$ cat src/rtl/rse_pkg.sv
// Shared constants and types for the register-write stream executor.
// Assumes the command format fixed by the block: 20-bit offsets, 14-bit
// counts, 22-bit unit masks.
package rse_pkg;
    localparam int OFF_W  = 20;
    localparam int CNT_W  = 14;
    localparam int MASK_W = 22;
    localparam int WRAP_W = 4;

    localparam logic [31:0]       SEL_MARKER = 32'h180A_C060;
    localparam logic [MASK_W-1:0] MASK_KEEP  = 22'h3E_001F;

    typedef enum logic [2:0] {
        CK_SEL, CK_SINGLE, CK_INC, CK_SAME, CK_TABLE, CK_BAD
    } cmd_kind_e;

    typedef enum logic [1:0] {
        AS_INC, AS_HOLD, AS_WRAP
    } step_mode_e;

    typedef enum logic [1:0] {
        ST_IDLE, ST_HDR0, ST_HDR1, ST_DATA
    } exec_state_e;

    typedef struct packed {
        cmd_kind_e          kind;
        logic [OFF_W-1:0]   off;
        logic [CNT_W-1:0]   cnt;
        logic [WRAP_W-1:0]  wrap;
        logic               hold;
        logic               misalign;
        logic               wrap_bad;
        logic               mask_clash;
        logic               mask_zero;
        logic [MASK_W-1:0]  mask;
    } hdr_info_t;
endpackage

$ cat src/rtl/rse_hdr_decode.sv
// Combinational classifier for a two-word command header.
// Assumes word0 is the first header word and word1 the second; it gives
// the kind of command and every field and validity flag the sequencer needs.
module rse_hdr_decode
    import rse_pkg::*;
(
    input  logic [31:0] word0,
    input  logic [31:0] word1,
    output hdr_info_t   info
);
    logic [MASK_W-1:0] kept;

    // Keep only the unit-select bits that name a real unit
    genvar b;
    generate
        for (b = 0; b < MASK_W; b++) begin : g_keep
            assign kept[b] = word1[b] & MASK_KEEP[b];
        end
    endgenerate

    // Classify the opcode and pull out fields
    always_comb begin
        info            = '0;
        info.off        = word0[OFF_W-1:0];
        info.cnt        = word1[CNT_W-1:0];
        info.wrap       = word1[19:16];
        info.hold       = word1[31];
        info.misalign   = |word0[1:0];
        info.wrap_bad   = (word1[19:16] < 4'd2);
        info.mask       = kept;
        info.mask_zero  = (word1 == 32'd0);
        info.mask_clash = (|word1[3:0]) & (|word1[20:17]);
        if (word0 == SEL_MARKER) begin
            info.kind = CK_SEL;
        end else begin
            case (word0[30:27])
                4'b0010: info.kind = CK_SINGLE;
                4'b1000: info.kind = CK_INC;
                4'b0110: info.kind = CK_SAME;
                4'b1010: info.kind = CK_TABLE;
                default: info.kind = CK_BAD;
            endcase
        end
    end
endmodule

$ cat src/rtl/rse_addr_seq.sv
// Target-offset sequencer for block and table writes.
// Loaded with a base, a step mode and a wrap size; each step moves to the
// offset of the next payload word. Assumes wrap >= 2 when mode is AS_WRAP.
module rse_addr_seq
    import rse_pkg::*;
(
    input  logic               clk,
    input  logic               rst_n,
    input  logic               load,
    input  logic [OFF_W-1:0]   base,
    input  step_mode_e         mode,
    input  logic [WRAP_W-1:0]  wrap,
    input  logic               step,
    output logic [OFF_W-1:0]   cur
);
    logic [OFF_W-1:0]  base_q;
    logic [OFF_W-1:0]  cur_q;
    logic [WRAP_W-1:0] wrap_q;
    logic [WRAP_W-1:0] pos_q;
    step_mode_e        mode_q;

    // Track the current offset and position inside the wrap window
    always_ff @(posedge clk) begin
        if (!rst_n) begin
            base_q <= '0;
            cur_q  <= '0;
            wrap_q <= '0;
            pos_q  <= '0;
            mode_q <= AS_HOLD;
        end else if (load) begin
            base_q <= base;
            cur_q  <= base;
            wrap_q <= wrap;
            pos_q  <= '0;
            mode_q <= mode;
        end else if (step) begin
            case (mode_q)
                AS_INC: cur_q <= cur_q + OFF_W'(4);
                AS_WRAP: begin
                    if (pos_q == wrap_q - WRAP_W'(1)) begin
                        cur_q <= base_q;
                        pos_q <= '0;
                    end else begin
                        cur_q <= cur_q + OFF_W'(4);
                        pos_q <= pos_q + WRAP_W'(1);
                    end
                end
                default: cur_q <= cur_q;
            endcase
        end
    end

    assign cur = cur_q;
endmodule

$ cat src/rtl/rse_word_fetch.sv
// Word fetcher on a request/response read port.
// Issues one request at a time from consecutive addresses while the
// consumer pulls, and counts down the programmed length. Assumes each
// request gets exactly one response, one or more cycles later.
module rse_word_fetch #(
    parameter int ADDR_W = 16,
    parameter int LEN_W  = 16
) (
    input  logic              clk,
    input  logic              rst_n,
    input  logic              load,
    input  logic [ADDR_W-1:0] addr0,
    input  logic [LEN_W-1:0]  len,
    input  logic              pull,
    output logic              rd_req,
    output logic [ADDR_W-1:0] rd_addr,
    input  logic              rd_rvalid,
    output logic              word_vld,
    output logic              empty
);
    logic [ADDR_W-1:0] addr_q;
    logic [LEN_W-1:0]  left_q;
    logic              pend_q;

    assign rd_req   = pull & ~pend_q & (left_q != '0);
    assign rd_addr  = addr_q;
    assign word_vld = rd_rvalid & pend_q;
    assign empty    = (left_q == '0) & ~pend_q;

    // Advance the address and remaining count; track the open request
    always_ff @(posedge clk) begin
        if (!rst_n) begin
            addr_q <= '0;
            left_q <= '0;
            pend_q <= 1'b0;
        end else if (load) begin
            addr_q <= addr0;
            left_q <= len;
            pend_q <= 1'b0;
        end else if (rd_req) begin
            addr_q <= addr_q + ADDR_W'(1);
            left_q <= left_q - LEN_W'(1);
            pend_q <= 1'b1;
        end else if (rd_rvalid) begin
            pend_q <= 1'b0;
        end
    end
endmodule

$ cat src/rtl/regwr_stream_exec.sv
// Register-write command stream executor (top).
// Fetches a command buffer, checks ordering and encodings, and emits one
// registered register write per data word. Assumes the start inputs are
// sampled only while idle; ends with a done or err pulse.
module regwr_stream_exec
    import rse_pkg::*;
#(
    parameter int ADDR_W = 16,
    parameter int LEN_W  = 16
) (
    input  logic              clk,
    input  logic              rst_n,
    input  logic              start,
    input  logic [ADDR_W-1:0] start_addr,
    input  logic [LEN_W-1:0]  start_len,
    output logic              rd_req,
    output logic [ADDR_W-1:0] rd_addr,
    input  logic              rd_rvalid,
    input  logic [31:0]       rd_rdata,
    output logic              wr_valid,
    output logic [19:0]       wr_offset,
    output logic [31:0]       wr_data,
    output logic [21:0]       wr_unit_mask,
    output logic              done,
    output logic              err
);
    exec_state_e       state_q, state_d;
    logic [31:0]       w0_q, w0_d;
    logic [MASK_W-1:0] mask_q, mask_d;
    logic              sel_seen_q, sel_seen_d;
    logic              sel_last_q, sel_last_d;
    logic [CNT_W-1:0]  left_q, left_d;

    logic              pull, load_fetch, word_vld, empty;
    logic              seq_load, seq_step;
    step_mode_e        seq_mode;
    logic [OFF_W-1:0]  seq_cur;
    logic              emit, fin_ok, fin_bad;
    logic [OFF_W-1:0]  emit_off;
    hdr_info_t         info;

    logic              wr_valid_q, done_q, err_q;
    logic [OFF_W-1:0]  wr_off_q;
    logic [31:0]       wr_data_q;
    logic [MASK_W-1:0] wr_mask_q;

    rse_word_fetch #(.ADDR_W(ADDR_W), .LEN_W(LEN_W)) u_fetch (
        .clk      (clk),
        .rst_n    (rst_n),
        .load     (load_fetch),
        .addr0    (start_addr),
        .len      (start_len),
        .pull     (pull),
        .rd_req   (rd_req),
        .rd_addr  (rd_addr),
        .rd_rvalid(rd_rvalid),
        .word_vld (word_vld),
        .empty    (empty)
    );

    rse_hdr_decode u_dec (
        .word0(w0_q),
        .word1(rd_rdata),
        .info (info)
    );

    rse_addr_seq u_seq (
        .clk  (clk),
        .rst_n(rst_n),
        .load (seq_load),
        .base (info.off),
        .mode (seq_mode),
        .wrap (info.wrap),
        .step (seq_step),
        .cur  (seq_cur)
    );

    // Pick the offset step mode for the command being decoded
    always_comb begin
        case (info.kind)
            CK_INC:   seq_mode = AS_INC;
            CK_TABLE: seq_mode = info.hold ? AS_HOLD : AS_WRAP;
            default:  seq_mode = AS_HOLD;
        endcase
    end

    // Command sequencer: next state, checks and write requests
    always_comb begin
        state_d    = state_q;
        w0_d       = w0_q;
        mask_d     = mask_q;
        sel_seen_d = sel_seen_q;
        sel_last_d = sel_last_q;
        left_d     = left_q;
        pull       = (state_q != ST_IDLE);
        load_fetch = 1'b0;
        seq_load   = 1'b0;
        seq_step   = 1'b0;
        emit       = 1'b0;
        emit_off   = info.off;
        fin_ok     = 1'b0;
        fin_bad    = 1'b0;
        case (state_q)
            ST_IDLE: begin
                if (start) begin
                    load_fetch = 1'b1;
                    sel_seen_d = 1'b0;
                    sel_last_d = 1'b0;
                    state_d    = ST_HDR0;
                end
            end
            ST_HDR0: begin
                if (word_vld) begin
                    w0_d    = rd_rdata;
                    state_d = ST_HDR1;
                end else if (empty) begin
                    fin_ok = 1'b1;
                end
            end
            ST_HDR1: begin
                if (word_vld) begin
                    state_d = ST_HDR0;
                    case (info.kind)
                        CK_SEL: begin
                            if (info.mask_clash) begin
                                fin_bad = 1'b1;
                            end else if (info.mask_zero) begin
                                fin_ok = 1'b1;
                            end else if (sel_last_q) begin
                                fin_bad = 1'b1;
                            end else begin
                                mask_d     = info.mask;
                                sel_seen_d = 1'b1;
                                sel_last_d = 1'b1;
                            end
                        end
                        CK_BAD: fin_bad = 1'b1;
                        default: begin
                            if (!sel_seen_q || info.misalign ||
                                (info.kind == CK_TABLE && info.wrap_bad)) begin
                                fin_bad = 1'b1;
                            end else begin
                                sel_last_d = 1'b0;
                                if (info.kind == CK_SINGLE) begin
                                    emit = 1'b1;
                                end else begin
                                    seq_load = 1'b1;
                                    left_d   = info.cnt;
                                    if (info.cnt != '0) begin
                                        state_d = ST_DATA;
                                    end
                                end
                            end
                        end
                    endcase
                end else if (empty) begin
                    fin_bad = 1'b1;
                end
            end
            ST_DATA: begin
                if (word_vld) begin
                    emit     = 1'b1;
                    emit_off = seq_cur;
                    seq_step = 1'b1;
                    left_d   = left_q - CNT_W'(1);
                    if (left_q == CNT_W'(1)) begin
                        state_d = ST_HDR0;
                    end
                end else if (empty) begin
                    fin_bad = 1'b1;
                end
            end
            default: state_d = ST_IDLE;
        endcase
        if (fin_ok || fin_bad) begin
            state_d = ST_IDLE;
        end
    end

    // Sequencer state registers
    always_ff @(posedge clk) begin
        if (!rst_n) begin
            state_q    <= ST_IDLE;
            w0_q       <= '0;
            mask_q     <= '0;
            sel_seen_q <= 1'b0;
            sel_last_q <= 1'b0;
            left_q     <= '0;
        end else begin
            state_q    <= state_d;
            w0_q       <= w0_d;
            mask_q     <= mask_d;
            sel_seen_q <= sel_seen_d;
            sel_last_q <= sel_last_d;
            left_q     <= left_d;
        end
    end

    // Output stage: register the write and the end-of-stream pulses
    always_ff @(posedge clk) begin
        if (!rst_n) begin
            wr_valid_q <= 1'b0;
            wr_off_q   <= '0;
            wr_data_q  <= '0;
            wr_mask_q  <= '0;
            done_q     <= 1'b0;
            err_q      <= 1'b0;
        end else begin
            wr_valid_q <= emit;
            done_q     <= fin_ok;
            err_q      <= fin_bad;
            if (emit) begin
                wr_off_q  <= emit_off;
                wr_data_q <= rd_rdata;
                wr_mask_q <= mask_q;
            end
        end
    end

    assign wr_valid     = wr_valid_q;
    assign wr_offset    = wr_off_q;
    assign wr_data      = wr_data_q;
    assign wr_unit_mask = wr_mask_q;
    assign done         = done_q;
    assign err          = err_q;
endmodule

$ cat config.mk
export PLATFORM = sky130hd
export DESIGN_NAME = regwr_stream_exec
export DESIGN_NICKNAME = d
export VERILOG_FILES = /design/src/rtl/rse_pkg.sv /design/src/rtl/rse_hdr_decode.sv /design/src/rtl/rse_addr_seq.sv /design/src/rtl/rse_word_fetch.sv /design/src/rtl/regwr_stream_exec.sv
export SDC_FILE = /design/constraint.sdc
export NUM_CORES = 1
export LEC_CHECK = 0
export BUFFER_PORTS_ARGS = -buffer_cell sky130_fd_sc_hd__buf_4
export CORE_UTILIZATION = 38
export DETAILED_ROUTE_END_ITERATION = 8
export GPL_TIMING_DRIVEN = 0
export HOLD_SLACK_MARGIN = 0.1
export PLACE_DENSITY_LB_ADDON = 0.05
export REMOVE_ABC_BUFFERS = 1
export SYNTH_ARGS = -nofsm -noshare
export SYNTH_HDL_FRONTEND = slang
export SYNTH_SLANG_ARGS = --single-unit
$ cat constraint.sdc
create_clock -name clk -period 2.5 [get_ports clk]
set_input_delay 0.125 -clock clk [delete_from_list [all_inputs] [get_ports clk]]
set_output_delay 0.125 -clock clk [all_outputs]
set_load 0.02 [all_outputs]
# ---- Word level (Yosys, flattened, before mapping)
# Cells that the tools add are included.
dict set report totals {
  out_inout_bits 94
  inputBits 68
  ff_bits 208
  word_cells 176
}
dict set report classes {
  eq_ne 31
  n_reduce_logical 34
  add_sub_neg 6
  n_mux 74
  bitwise_logic 10
  n_lt_le_gt_ge 1
}
# operator count
set op_table {}
lappend op_table {{20-bit two-way mux} 5}
lappend op_table {{14-bit two-way mux} 5}
lappend op_table {{16-bit two-way mux} 4}
lappend op_table {{20-bit one-hot mux with 2 select lines} 1}
lappend op_table {{1-bit two-way mux} 36}
lappend op_table {{32-bit by 29-bit equality test with 1-bit output, second input constant} 1}
lappend op_table {{32-bit zero test} 1}
lappend op_table {{14-bit one-hot mux with 2 select lines} 1}
lappend op_table {{20-bit by 3-bit adder with 20-bit output, second input constant} 1}
lappend op_table {{2-bit two-way mux} 10}
lappend op_table {{2-bit inequality test, second input constant} 9}
lappend op_table {{16-bit by 1-bit adder with 16-bit output, second input constant} 1}
lappend op_table {{16-bit zero test} 1}
lappend op_table {{16-bit nonzero test} 1}
lappend op_table {{16-bit by 1-bit subtractor with 16-bit output, second input constant} 1}
lappend op_table {{14-bit by 1-bit equality test with 1-bit output, second input constant} 1}
lappend op_table {{1-bit one-hot mux with 2 select lines} 7}
lappend op_table {{7-bit AND reduction} 2}
lappend op_table {{14-bit nonzero test} 1}
lappend op_table {{14-bit by 1-bit subtractor with 14-bit output, second input constant} 1}
lappend op_table {{3-bit one-hot mux with 4 select lines} 1}
lappend op_table {{6-bit AND reduction} 2}
lappend op_table {{2-bit nonzero test} 6}
lappend op_table {{2-bit OR reduction} 5}
lappend op_table {{other kinds (30)} 52}

# ---- Logic depth before layout (Yosys ltp)
dict set report depth {
  word_depth 12
  ltp_mapped 11
  ltp_nobuf 9
}

# ---- Cells and area by module
# A second synthesis with hierarchy kept.
dict set report hier_totals {
  cells_unflattened 1418
  area_unflattened_um2 11518.5
}
# mod seq_area_each_um2 area_each_um2 n_inst cells_each
set modules_own_cells {}
lappend modules_own_cells {regwr_stream_exec 2982.9 6115.9 1 788}
lappend modules_own_cells {rse_addr_seq 1001.0 2598.7 1 280}
lappend modules_own_cells {rse_word_fetch 660.6 2104.5 1 255}
lappend modules_own_cells {rse_hdr_decode 0.0 699.4 1 95}

# ---- Worst setup path before layout
# OpenSTA, ideal clock, no wires.
dict set report synth_path {
  path_type {register to register}
  start {register u_fetch.left_q[0]}
  end {register u_fetch.left_q[10]}
  stages_incl_launch_ff 12
  slack_ps 171
  arrival_time_ps 2196
  path_buffers 2
  period_less_slack_ps 2329
  setup_time_ps 132
  required_time_ps 2368
  cell_sequence {dfxtp_1 -> inv_1 -> ha_1 -> or3b_2 -> or4_4 -> buf_6 -> nand2_4 -> inv_2 -> buf_6 -> nand3_2 -> xor2_1 -> a21oi_1}
}
dict set report synth_between {
  elab_chain_len 3
  elab_cells_between_ends 6
  cone_classes {1 x add/sub; 2 x mux; 1 x bitwise; 2 x reduce/logical}
}
# item line_no
set synth_rtl {}
lappend synth_rtl {{from (decl)} rse_word_fetch.sv:22} ;# logic [LEN_W-1:0] left_q;
lappend synth_rtl {{from (signal assigned)} rse_word_fetch.sv:38} ;# left_q <= len;
lappend synth_rtl {{from (signal assigned)} rse_word_fetch.sv:42} ;# left_q <= left_q - LEN_W'(1);
lappend synth_rtl {{16-bit nonzero test} rse_word_fetch.sv:25} ;# assign rd_req = pull & ~pend_q & (left_q != '0);
lappend synth_rtl {{1-bit bitwise AND} rse_word_fetch.sv:25}
lappend synth_rtl {{net rd_req} regwr_stream_exec.sv:16} ;# output logic rd_req,
lappend synth_rtl {{2-bit nonzero test (no line)} --}
# The timed path passes the listed nets, and every way through them passes these cells. The select of a mux whose other input is x is not followed.
# A chain may end at the register's enable or synchronous reset.

# ---- Worst setup path in the final report
dict set report layout_path {
  start {register w0_q[27]}
  end {register u_seq.cur_q[16] (netlist: u_seq.cur[16])}
}
dict set report layout_between {
  elab_chain_len 12
  elab_cells_between_ends 23
  cone_classes {8 x eq/ne; 8 x mux; 7 x reduce/logical}
}
# item line_no
set layout_rtl {}
lappend layout_rtl {{from (decl)} regwr_stream_exec.sv:28} ;# logic [31:0] w0_q, w0_d;
lappend layout_rtl {{from (signal assigned)} regwr_stream_exec.sv:191} ;# w0_q <= w0_d;
lappend layout_rtl {{4-bit equality test, or another cell as far along} rse_hdr_decode.sv:36} ;# case (word0[30:27])
lappend layout_rtl {{3-bit one-hot mux with 4 select lines} rse_hdr_decode.sv:36}
lappend layout_rtl {{3-bit two-way mux *} rse_hdr_decode.sv:33} ;# if (word0 == SEL_MARKER) begin
lappend layout_rtl {{3-bit equality test} regwr_stream_exec.sv:140} ;# (info.kind == CK_TABLE && info.wrap_bad)) begin
lappend layout_rtl {{1-bit logical AND} regwr_stream_exec.sv:140}
lappend layout_rtl {{1-bit logical OR} regwr_stream_exec.sv:139} ;# if (!sel_seen_q || info.misalign ||
lappend layout_rtl {{1-bit two-way mux} regwr_stream_exec.sv:139}
lappend layout_rtl {{1-bit two-way mux *} regwr_stream_exec.sv:123} ;# case (info.kind)
lappend layout_rtl {{1-bit two-way mux *} regwr_stream_exec.sv:121} ;# if (word_vld) begin
lappend layout_rtl {{1-bit two-way mux *} regwr_stream_exec.sv:103} ;# case (state_q)
lappend layout_rtl {{3-bit nonzero test (no line) or 2-bit nonzero test (tied branches)} --}
lappend layout_rtl {{2-bit AND reduction (no line)} --}
lappend layout_rtl {{to (signal assigned)} rse_addr_seq.sv:41} ;# cur_q <= base_q;
lappend layout_rtl {{to (signal assigned)} rse_addr_seq.sv:44} ;# cur_q <= cur_q + OFF_W'(4);
lappend layout_rtl {{to (signal assigned)} rse_addr_seq.sv:48} ;# default: cur_q <= cur_q;
lappend layout_rtl {{to (decl)} rse_addr_seq.sv:17} ;# logic [OFF_W-1:0] cur_q;
# Mark *: on every way between the ends. The rest lies on a longest branch, timed or not.

==> results.py <==
metrics = {
    "global_routing": {
        "grt_use_total_pct": 22.48,
        "first_global_vias": 8969,
        "grt_max_degree": 116,
        "overflow": 0,
        "grt_pass1_wl_mm": 47.84,
        "antenna_found_initial": 1,
    },
    "die": {
        "start_util_pct": 38.62,
        "coreArea_um2": 25040,
        "io_pins": 162,
        "fp-row-count": 58,
        "chipWidth_um": 161.5,
        "die_h_um": 161.5,
        "die_area_um2": 26080,
    },
    "timing": {
        "worst_pin_slew_ns": 1.243,
        "slew_headroom_pct": 17.15,
        "hold_violations": 0,
        "min_period_over_period_pct": 97.93,
        "setup_violations": 0,
        "finalCriticalPeriod_ns": 2.448,
        "fmax_mhz": 408.5,
        "finClkSkew_ns": 0.009669,
        "setup_ws_ns": 0.05181,
        "final_max_slew_viol_count": 0,
    },
    "synthesis": {
        "synthesis.area_um2": 9668,
        "ys_types": 73,
        "syn_avg_cell_area_um2": 7.809,
        "ys_ff_latch": 208,
        "syn-instance-count": 1238,
        "synth_edf_count": 0,
        "ys.warnings.count": 0,
        "async_flop_share_pct": 0,
        "synth_ff_type": "dfxtp_1",
        "ys_seq_area_share_pct": 43.07,
    },
    "critical_path": {
        "path_cells": "or3b_2, o22ai_4, and3_2, and2_1, nor2_1, a221oi_1",
        "max_stage_delay_ns": 0.56,
        "worstPathRequired_ns": 2.92,
        "worstPathArrival_ns": 2.86,
        "crit_type": "reg2reg",
        "critPathMaxFanout": 6,
        "start_kind": "flip-flop",
        "r2r.worst_path.cells": 6,
        "end_kind": "flip-flop",
        "critPathSlowestCell": "or3b_2",
    },
    "final_layout": {
        "final_nets": 1498,
        "drive_above_1_share_pct": 19.48,
        "area_delta_synth_final_pct": 31.46,
        "fin_area_um2": 12710,
    },
    "placed_design": {
        "portBuffers": 149,
        "dpl.hpwl_mm": 18.72,
        "postPlaceCellArea_um2": 10930,
        "finalWeightedCongestion": 0.7804,
        "place_ws_ns": -1.586,
    },
    "drt": {
        "drc": 0,
        "dr_total_vias": 9369,
        "vias_per_cell": 5.314,
        "drt-initial-drc-count": 571,
        "wl_per_cell_um": 16.98,
        "wl_mm": 29.93,
        "first_pass_iters": 5,
        "ant_nets": 0,
    },
    "worst_hold_path": {
        "worstHoldPathCells": 2,
        "min_path_type": "in2reg",
    },
    "clock_tree": {
        "h-tree-depth": 1,
        "clk_pin_slew_ns": 0.06,
        "clock_latency_ns": 0.52,
        "ctsLongestPathBuffers": 3,
        "cts.sinks": 208,
        "cts_root_buf": "clkbuf_16",
        "numCtsBuffers": 24,
        "cts_tree": "built",
    },
    "power_and_ir_drop": {
        "p_leak_nw": 4.612,
        "ir_drop_uv": 503.9,
        "powerDensity_nw_per_um2": 751.4,
    },
    "status": {
        "status": "finished, final reports clean",
    },
    "job": {
        "cap_violations": 0,
    },
}
-- registers in the layout, summed over array words and instances (netlist names), 10 cells and up --
| name | cells |
|---|---|
| left_q | 14 |
| mask_q | 10 |
| u_fetch.left_q | 16 |
| u_fetch.rd_addr | 16 |
| u_seq.base_q | 20 |
| u_seq.cur | 20 |
| w0_q | 32 |
| wr_data | 32 |
| wr_offset | 20 |
| wr_unit_mask | 10 |
-- power by group --
group / total [W] / switching, W / internal [W]
sequential: 0.00386 / 0.000302 / 0.00356
combinational: 0.00226 / 0.00129 / 0.000972
clock: 0.00343 / 0.00139 / 0.00204
-- synth_stat cells (5+ instances only) --
cell type  count  area [um2]
clkbuf_1      67       251.5
nor4b_1        5       43.79
buf_2          6       30.03
and2_1         7       43.79
mux2i_1       17       170.2
xor2_1        10       87.58
o211ai_1      10       75.07
nor4_1        22       137.6
o21ai_0       51       255.2
a311oi_1      20       175.2
nand2_1      277        1040
o22ai_1        5       31.28
nand2b_1       9       56.30
nor3b_1        5       37.54
nand4_1       14       87.58
a211oi_1       8       60.06
nand3_1       23       115.1
xnor2_1       20       175.2
buf_4         12       90.09
or4_1          7       52.55
or3_1          9       56.30
nor3_1        25       125.1
o31ai_1        6       45.04
nor2_1       100       375.4
inv_1         17       63.81
a21oi_1      161       805.8
dfxtp_1      208        4164
and3_1        14       87.58
a31oi_1       12       75.07
ha_1          12       150.1
-- stage by stage --
step	hold WS [ns]	cells	power [W]	TNS [ns]	util [%]
after floorplan	0.2139	1155	0.005101	-62.85	-
after global routing	0.1794	1762	0.01003	-0.005772	50.75
after CTS	0.1525	1754	0.009475	-0.08606	50.02
final	0.1681	1763	0.009550	0	50.76
after global placement	0.3731	1634	0.005769	-478.14	43.12
after detailed placement	0.3791	1641	0.005784	-64.35	43.66
-- cell type report --
cell class | instances | area, um2
Fill cell | 2507 | 12330
Multi-Input combinational cell | 930 | 5300
Sequential cell | 208 | 4168
Timing Repair Buffer | 235 | 1977
Clock buffer | 35 | 743.2
Tap cell | 330 | 412.9
Inverter | 19 | 81.33
Clock inverter | 5 | 25.02
Antenna cell | 1 | 2.502
-- critical path, delay by kind of cell, from the launching register on --
kind            cells  cell delay [ns]
compound gates      2             0.63
flops               1             0.37
simple gates        4             1.33
-- repair_timing --
action	CTS	global route
endpoints found under the hold margin	125	0
gates resized for setup	27	30
buffers inserted	5	7
hold buffers	67	0
pin swaps	6	5
cloned	1	1
setup endpoints to repair	94	44
-- cells in the final DEF (no fill, tap or decap), types with 10 or more instances in the layout --
cell type,n
dlygate4sd3_1,67
buf_4,165
nor2_1,98
xnor2_1,20
o211ai_1,10
a21oi_1,160
clkbuf_16,25
dfxtp_1,205
a311oi_1,20
nand2_1,273
a31oi_1,12
o21ai_0,50
nand4_1,14
and3_1,10
nand3_1,22
mux2i_1,17
nor4_1,15
inv_1,15
nor3_1,24
conb_1,12
xor2_1,10
-- kinds of logic after synthesis --
| logic type | synth area share (%) |
|---|---|
| XOR/XNOR | 2.951 |
| adder cells (fa/ha/maj) | 1.553 |
| multiplexers | 2.109 |
| AND/OR/NAND/NOR | 25.93 |
| other | 0.03879 |
| buffers and inverters | 5.332 |
| AO/OA/AOI/OAI | 19.01 |
| flip-flops | 43.07 |
-- path summary, 6_finish.rpt --
path | from | endpoint | slack, ns
setup / recovery | w0_q[27]$_SDFFE_PN0P_ | u_seq.cur[16]$_SDFFE_PN0P_ | 0.05
hold / removal | rst_n | u_seq.mode_q[0]$_SDFFE_PN1P_ | 0.17
setup reg to reg | w0_q[27]$_SDFFE_PN0P_ | u_seq.cur[16]$_SDFFE_PN0P_ | 0.05
hold reg to reg | mask_q[0]$_SDFFE_PN0P_ | wr_unit_mask[0]$_SDFFE_PN0P_ | 0.45
-- metal layers --
layer | vias up | global-route usage (%) | part of all wire, %
met4 | 0 | 5.103 | 1.6
met1 | 4449 | 30.55 | 48
met2 | 208 | 37.30 | 46
li1 | 4682 | - | -
met5 | - | 1.136 | 0
met3 | 30 | 3.390 | 4.7
(Power assumes the default switching activity.)
